File: src/rtl/hsk_pkg.sv
package hsk_pkg;
  typedef enum logic {DIR_IN = 1'b0, DIR_OUT = 1'b1} dir_e;

  // port C bit holding the enable flag for a channel / direction
  function automatic logic [2:0] inte_bit(input bit chan_a, input dir_e d);
    if (!chan_a) return 3'd2;
    return (d == DIR_OUT) ? 3'd6 : 3'd4;
  endfunction
endpackage

File: src/rtl/hsk_sync.sv
module hsk_sync #(
  parameter int          W       = 4,
  parameter logic [W-1:0] RST_VAL = '0
) (
  input  logic         clk_i,
  input  logic         rst_ni,
  input  logic [W-1:0] d_i,
  output logic [W-1:0] q_o
);
  logic [W-1:0] meta_q, sync_q;

  always_ff @(posedge clk_i or negedge rst_ni) begin
    if (!rst_ni) begin
      meta_q <= RST_VAL;
      sync_q <= RST_VAL;
    end else begin
      meta_q <= d_i;
      sync_q <= meta_q;
    end
  end

  assign q_o = sync_q;
endmodule

File: src/rtl/hsk_flags.sv
module hsk_flags
  import hsk_pkg::*;
#(
  parameter bit CHAN_A = 1'b1,
  parameter int DW     = 8
) (
  input  logic          clk_i,
  input  logic          rst_ni,
  input  logic          mode_wr_i,
  input  dir_e          mode_dir_i,
  input  logic          bsr_wr_i,
  input  logic [2:0]    bsr_bit_i,
  input  logic          bsr_val_i,
  input  logic          stb_s_i,
  input  logic          ack_s_i,
  input  logic          rd_s_i,
  input  logic          wr_s_i,
  input  logic [DW-1:0] din_s_i,
  input  logic [DW-1:0] wdata_s_i,
  output dir_e          dir_o,
  output logic          inte_o,
  output logic          ibf_o,
  output logic          obf_no,
  output logic          req_o,
  output logic [DW-1:0] in_lat_o,
  output logic [DW-1:0] out_lat_o
);
  logic stb_p, ack_p, rd_p, wr_p;
  dir_e dir_q;
  logic inte_q, ibf_q, obf_nq, req_q;
  logic [DW-1:0] in_lat_q, out_lat_q;

  always_ff @(posedge clk_i or negedge rst_ni) begin
    if (!rst_ni) begin
      {stb_p, ack_p, rd_p, wr_p} <= 4'b1111;
    end else begin
      {stb_p, ack_p, rd_p, wr_p} <= {stb_s_i, ack_s_i, rd_s_i, wr_s_i};
    end
  end

  logic stb_rise, ack_rise, rd_rise, rd_fall, wr_rise, wr_fall, bsr_hit;
  assign stb_rise = !stb_p &&  stb_s_i;
  assign ack_rise = !ack_p &&  ack_s_i;
  assign rd_rise  = !rd_p  &&  rd_s_i;
  assign rd_fall  =  rd_p  && !rd_s_i;
  assign wr_rise  = !wr_p  &&  wr_s_i;
  assign wr_fall  =  wr_p  && !wr_s_i;
  assign bsr_hit  = bsr_wr_i && (bsr_bit_i == inte_bit(CHAN_A, dir_q));

  always_ff @(posedge clk_i or negedge rst_ni) begin
    if (!rst_ni) begin
      dir_q     <= DIR_IN;
      inte_q    <= 1'b0;
      ibf_q     <= 1'b0;
      obf_nq    <= 1'b1;
      req_q     <= 1'b0;
      in_lat_q  <= '0;
      out_lat_q <= '0;
    end else if (mode_wr_i) begin
      dir_q     <= mode_dir_i;
      inte_q    <= 1'b0;
      ibf_q     <= 1'b0;
      obf_nq    <= 1'b1;
      req_q     <= 1'b0;
      in_lat_q  <= '0;
      out_lat_q <= '0;
    end else begin
      if (bsr_hit) inte_q <= bsr_val_i;
      if (dir_q == DIR_IN) begin
        if (!stb_s_i) begin
          in_lat_q <= din_s_i;
          ibf_q    <= 1'b1;
        end else if (rd_rise) begin
          ibf_q    <= 1'b0;
        end
        if (rd_fall)                           req_q <= 1'b0;
        else if (stb_rise && ibf_q && rd_s_i)  req_q <= 1'b1;
      end else begin
        if (wr_rise) begin
          out_lat_q <= wdata_s_i;
          obf_nq    <= 1'b0;
        end else if (!ack_s_i) begin
          obf_nq    <= 1'b1;
        end
        if (wr_fall)                           req_q <= 1'b0;
        else if (ack_rise && obf_nq && wr_s_i) req_q <= 1'b1;
      end
    end
  end

  assign dir_o     = dir_q;
  assign inte_o    = inte_q;
  assign ibf_o     = ibf_q;
  assign obf_no    = obf_nq;
  assign req_o     = req_q;
  assign in_lat_o  = in_lat_q;
  assign out_lat_o = out_lat_q;
endmodule

File: src/rtl/hsk_status.sv
module hsk_status
  import hsk_pkg::*;
#(
  parameter bit CHAN_A = 1'b1
) (
  input  dir_e       dir_i,
  input  logic       intr_i,
  input  logic       inte_i,
  input  logic       ibf_i,
  input  logic       obf_ni,
  output logic [7:0] stat_o,
  output logic [7:0] own_o
);
  generate
    if (CHAN_A) begin : g_chan_a
      always_comb begin
        stat_o    = '0;
        stat_o[3] = intr_i;
        if (dir_i == DIR_IN) begin
          stat_o[4] = inte_i;
          stat_o[5] = ibf_i;
          own_o     = 8'b0011_1000;
        end else begin
          stat_o[6] = inte_i;
          stat_o[7] = obf_ni;
          own_o     = 8'b1100_1000;
        end
      end
    end else begin : g_chan_b
      always_comb begin
        stat_o    = '0;
        stat_o[0] = intr_i;
        stat_o[1] = (dir_i == DIR_IN) ? ibf_i : obf_ni;
        stat_o[2] = inte_i;
        own_o     = 8'b0000_0111;
      end
    end
  endgenerate
endmodule

File: src/rtl/hsk_port.sv
module hsk_port
  import hsk_pkg::*;
#(
  parameter bit CHAN_A = 1'b1,
  parameter int DW     = 8
) (
  input  logic          clk_i,
  input  logic          rst_ni,
  input  logic          mode_wr_i,
  input  logic          mode_dir_i,
  input  logic          bsr_wr_i,
  input  logic [2:0]    bsr_bit_i,
  input  logic          bsr_val_i,
  input  logic          host_rd_ni,
  input  logic          host_wr_ni,
  input  logic [DW-1:0] host_wdata_i,
  output logic [DW-1:0] host_rdata_o,
  input  logic [DW-1:0] pin_data_i,
  output logic [DW-1:0] pin_data_o,
  output logic          pin_oe_o,
  input  logic          stb_ni,
  input  logic          ack_ni,
  output logic          ibf_o,
  output logic          obf_no,
  output logic          intr_o,
  output logic [7:0]    pc_stat_o,
  output logic [7:0]    pc_own_o
);
  localparam int SW = 2 * DW + 4;
  localparam logic [SW-1:0] SYNC_RST = {{(2 * DW){1'b0}}, 4'b1111};

  logic [SW-1:0] sync_d, sync_q;
  assign sync_d = {pin_data_i, host_wdata_i, stb_ni, ack_ni, host_rd_ni, host_wr_ni};

  hsk_sync #(.W(SW), .RST_VAL(SYNC_RST)) u_sync (
    .clk_i (clk_i),
    .rst_ni(rst_ni),
    .d_i   (sync_d),
    .q_o   (sync_q)
  );

  dir_e          dir;
  logic          inte, req;
  logic [DW-1:0] in_lat, out_lat;

  hsk_flags #(.CHAN_A(CHAN_A), .DW(DW)) u_flags (
    .clk_i     (clk_i),
    .rst_ni    (rst_ni),
    .mode_wr_i (mode_wr_i),
    .mode_dir_i(dir_e'(mode_dir_i)),
    .bsr_wr_i  (bsr_wr_i),
    .bsr_bit_i (bsr_bit_i),
    .bsr_val_i (bsr_val_i),
    .stb_s_i   (sync_q[3]),
    .ack_s_i   (sync_q[2]),
    .rd_s_i    (sync_q[1]),
    .wr_s_i    (sync_q[0]),
    .din_s_i   (sync_q[SW-1 -: DW]),
    .wdata_s_i (sync_q[4 +: DW]),
    .dir_o     (dir),
    .inte_o    (inte),
    .ibf_o     (ibf_o),
    .obf_no    (obf_no),
    .req_o     (req),
    .in_lat_o  (in_lat),
    .out_lat_o (out_lat)
  );

  assign intr_o       = req & inte;
  assign pin_oe_o     = (dir == DIR_OUT);
  assign pin_data_o   = out_lat;
  assign host_rdata_o = (dir == DIR_OUT) ? out_lat : in_lat;

  hsk_status #(.CHAN_A(CHAN_A)) u_status (
    .dir_i (dir),
    .intr_i(intr_o),
    .inte_i(inte),
    .ibf_i (ibf_o),
    .obf_ni(obf_no),
    .stat_o(pc_stat_o),
    .own_o (pc_own_o)
  );
endmodule

File: config.mk
export PLATFORM = sky130hd
export DESIGN_NAME = hsk_port
export DESIGN_NICKNAME = d
export VERILOG_FILES = /design/src/rtl/hsk_pkg.sv /design/src/rtl/hsk_sync.sv /design/src/rtl/hsk_flags.sv /design/src/rtl/hsk_status.sv /design/src/rtl/hsk_port.sv
export SDC_FILE = /design/constraint.sdc
export NUM_CORES = 1
export LEC_CHECK = 0
export ABC_AREA = 1
export BUFFER_PORTS_ARGS = -buffer_cell sky130_fd_sc_hd__buf_2
export CORE_MARGIN = 3
export CORE_UTILIZATION = 50
export DETAILED_ROUTE_END_ITERATION = 6
export HOLD_SLACK_MARGIN = 0.12
export PLACE_DENSITY = 0.77
export SETUP_SLACK_MARGIN = 0.4
export SLEW_MARGIN = 20
export SYNTH_ARGS = -nofsm -noshare
export SYNTH_HDL_FRONTEND = slang
export SYNTH_SLANG_ARGS = --single-unit
File: constraint.sdc
create_clock -name clk_i -period 1.3 [get_ports clk_i]
set_clock_uncertainty 0.1 [all_clocks]
set_input_delay 0.065 -clock clk_i [delete_from_list [all_inputs] [get_ports clk_i]]
set_output_delay 0.065 -clock clk_i [all_outputs]
set_load 0.05 [all_outputs]
# Yosys cells after proc, flatten, opt, wreduce, memory -nomap -nowiden
# Index checks and enable logic that the tools add are counted.
# Widths: inputs -> output; s select.
# word_totals
ramBits,0
latch_bits,0
output_inout_bits,36
regBits,65
memories,0
inputBits,29
mem_bits_ro,0
# classes
addsub,0
n_div,0
muxes,27
shifts,0
n_bitwise,1
n_reduce_logical,26
magnitude_cmp,0
n_eq_ne,6
mul,0
# op_table
cell,n
$mux 8,8
$mux 1,16
$logic_and 1x1->1,11
$reduce_and 2->1,5
$logic_not 1->1,6
$mux 2,3
$ne 3x2->1 const B,2
$reduce_bool 2->1,3
$ne 2x2->1 const B,2
$ne 4x4->1 const B,1
$reduce_bool 4->1,1
$eq 3x3->1,1
$and 1x1->1,1

# Logic depth before layout (Yosys ltp)
# depth
word_depth,8
depth_mapped,7
mapped_depth_nobuf,6

# Cells and area by module
# A second synthesis with hierarchy kept.
# hier_totals
cells_unflattened,211
hier_area_um2,2328.5
# by_module_without_submodules
module,cells_per_inst,area_each_um2,n_inst
hsk_flags,121,1081.0,1
hsk_sync,40,1011.0,1
hsk_status,22,123.9,1
hsk_port,28,112.6,1

# Worst setup path after synthesis
# OpenSTA, ideal clock, no wires.
# synth_path
path_kind,flip-flop to output port
startpoint,register u_flags.dir_q (netlist: u_flags.dir_o)
endpoint,output port host_rdata_o[0]
setup_slack_ns,-0.961
stages_incl_launch_ff,4
required_time_ns,1.135
t_arrival_ns,2.096
cell_sequence,dfrtp_1 buf_4 buf_2 o21ai_0
# synth_via
elab_chain_len,1
# synth_rtl
item,line,rtl
from (decl),hsk_flags.sv:29,dir_e dir_q;
from (signal assigned),hsk_flags.sv:60,dir_q <= mode_dir_i;
$mux 8,hsk_port.sv:72,assign host_rdata_o = (dir == DIR_OUT) ? out_lat : in_lat;
to (decl),hsk_port.sv:17,"output logic [DW-1:0] host_rdata_o,"
# Every way passes these cells.

# Worst setup path after layout
# Ends and elaborated chain as after synthesis.

==> out/results.tsv <==
stage	metric	value	unit
outcome	status	finished with violations	
outcome	failing checks	negative hold slack, negative setup slack	
synth	Mapped Area	2300	µm²
floorplan	Cell Rows	24	
critical_path	CP Launch Type	flop	
clock_network	Skew-Pair Late Insertion Delay	330	ps
clock_network	Clock Tree Buf Depth	2	
global_routing	vias in the first global route	1824	
sta	min cycle time layout	1560	ps
clock_network	H-tree levels	3	
pwr	total power	4.80	mW
floorplan	Die Y-Extent	73.8	µm
sta	Slew Viols, Final	0	
synth	#FFs+latches synth	65	
place	DP HPWL	3050	µm
critical_path	R2R cell count	6	
route	Routed WL	5480	µm
global_routing	GRT Resource Usage Total	23.2	%
critical_path	WP data required	1130	ps
sta	RSZ-0062 raised after global routing	true	
place	Port Buffers	57	
sta	fmax	643	MHz
min_path	Worst Hold Depth	3	
sta	Hold WS	-45.1	ps
global_routing	largest net degree at the start of global routing	66	
final_layout	Area growth, synth to finish	52.9	%
synth	post-synthesis cell count	203	
route	via count	1723	
synth	Avg Cell Area, Syn	11.3	µm²
clock_network	cts hold-fix bufs	25	
synth	yosys warns	0	
clock_network	clock buffer count from CTS	9	
sta	post-route clock period utilization	120	%
sta	final setup margin	-256	ps
synth	sequential share of the synthesized area	71.4	%
run	Max-Cap Viols	0	
floorplan	IO Pins	65	
final_layout	Fillers	239	
sta	final setup vio count	31	
route	DRC Markers	0	
floorplan	core footprint	4380	µm²
critical_path	maximum net fanout on the critical path	11	
min_path	Hold WC Path Type	in -> reg	
clock_network	CTS Root Buffer Type	clkbuf_8	
global_routing	initial antenna violation count	0	
final_layout	nets	333	
route	drt pass-1 iters	4	
pwr	Peak VDD IR	0.000960	V
floorplan	Initial Util	52.5	%
place	dpl cells	312	
place	gpl congestion	0.771	
pwr	pwr/cell area	1370	nW/µm²
global_routing	total grt overflow	0	
final_layout	n_diodes	0	
route	routed vias/inst	4.77	
clock_network	clock transition at the registers of the reported paths	60	ps
critical_path	CP endpoint kind	output pin	
global_routing	first-pass GRT wire length	8930	µm
clock_network	CTS tree	built	
critical_path	Data arrival, critical path	1390	ps
final_layout	final core occ	80.3	%
final_layout	layout cells sized above 1	43.0	%
synth	Distinct cells, synth	18	
critical_path	CP Class	reg -> out	
route	wire length per cell	15.2	µm
route	Iter 0 DRT Violations	104	
floorplan	die area	5450	µm²
pwr	LEAKAGE	1.69	nW
final_layout	Layout Cells excl Fill	361	
route	DRT antenna net count	0	
sta	Hold Vio Cnt, Final	2	
floorplan	Die Span X	73.8	µm
clock_network	CTS sink count	65	
==> synthesized netlist by cell type, drive strengths merged <==
cell type	count	share of area, %
buf	15	4.8
dfstp	13	15
o21ai	19	4.3
nand4	1	0.27
conb	2	0.33
dfrtp	52	57
nor2	10	2.3
nand2	48	7.8
inv	21	3.4
nand3	20	4.9
a21oi	1	0.22
nor3	1	0.22
==> cells in the final DEF, fill, tap and decap left out, types with 2 or more instances in the layout <==
cell,synthesis,final
nand3_1,19,19
nand2_1,48,43
nor2_4,2,4
inv_1,19,15
clkinvlp_4,0,4
clkbuf_1,0,3
o21ai_2,1,3
nor2_2,0,2
o21ai_0,18,6
dfstp_2,13,13
buf_4,12,19
nor2_1,8,4
inv_2,2,2
bufinv_16,0,2
o21ai_1,0,2
dlygate4sd3_1,0,25
nand2_2,0,5
buf_8,0,5
buf_2,2,28
o21ai_4,0,8
conb_1,2,7
clkbuf_8,0,10
dfrtp_1,52,50
buf_6,1,22
==> kinds of logic after synthesis <==
logic type | synth area share [%]
flops | 71.4
buf+inv | 8.27
other cells | 0.326
compound gates | 4.51
simple gates | 15.5
==> sequential cells by signal, summed over array words and instances, names as in the netlist, 8 cells and up <==
name	flops
u_sync.q_o	20
u_flags.out_lat_o	8
u_flags.in_lat_o	8
u_sync.meta_q	20
==> power breakdown <==
part / total [mW] / internal [mW] / leakage (nW) / switching, mW
logic: 0.766 / 0.290 / 0.803 / 0.475
registers: 2.21 / 2.15 / 0.777 / 0.0629
clock network: 1.83 / 1.13 / 0.108 / 0.698
total: 4.80 / 3.57 / 1.69 / 1.24
==> layout make-up <==
type | instances | area, µm² | share of cell area, %
Clock buffer | 13 | 149 | 4.23
Clock inverter | 3 | 65.1 | 1.85
Inverter | 21 | 93.8 | 2.67
Multi-Input combinational cell | 107 | 622 | 17.7
Sequential cell | 65 | 1650 | 46.8
Tap cell | 52 | 65.1 | 1.85
Timing Repair Buffer | 100 | 876 | 24.9
==> stage by stage <==
stage | hold WS (ps) | setup TNS (ps) | setup slack [ps] | area, µm²
floorplan | -331 | -1060 | -196 | 2470
global placement | -5.14 | -714 | -77.3 | 2770
detailed placement | 1.24 | -1070 | -102 | 2770
CTS | -59.8 | -4720 | -253 | 3490
global route | -34.9 | -6930 | -299 | 3520
finish | -45.1 | -5030 | -256 | 3520
==> critical path, stage by stage (launching register included) <==
cell and delay, ps:
dfrtp_4 540, buf_4 170, nand2_1 120, o21ai_4 70, buf_6 150
==> path summary, 6_finish.rpt <==
kind                                             from                              end  slack [ps]
max                         u_flags.dir_o$_DFFE_PN0P_                  host_rdata_o[0]        -260
max reg2reg                 u_flags.dir_o$_DFFE_PN0P_  u_flags.in_lat_o[3]$_DFFE_PN0P_        -220
max in group asynchronous                      rst_ni       u_sync.meta_q[1]$_DFF_PN1_         600
min in group asynchronous                      rst_ni         u_sync.q_o[19]$_DFF_PN0_         190
min                                         mode_wr_i        u_flags.dir_o$_DFFE_PN0P_         -50
min reg2reg                u_sync.meta_q[9]$_DFF_PN0_          u_sync.q_o[9]$_DFF_PN0_         250
==> metal layers <==
| layer | vias up | routed length [µm] | global-route usage [%] |
|---|---|---|---|
| met2 | 65 | 3060 | 40.5 |
| met1 | 831 | 2050 | 26.2 |
| li1 | 821 | - | - |
| met5 | - | 0 | 0 |
| met4 | 0 | 86 | 8.05 |
| met3 | 6 | 284 | 8.07 |
==> timing repair <==
item	4_1_cts	5_1_grt
endpoints found under the setup margin	50	50
endpoints found under the hold margin	96	8
setup buffers	7	1
cloned	0	0
gates resized for setup	64	10
Note: power is estimated with default switching activity, not from simulation.
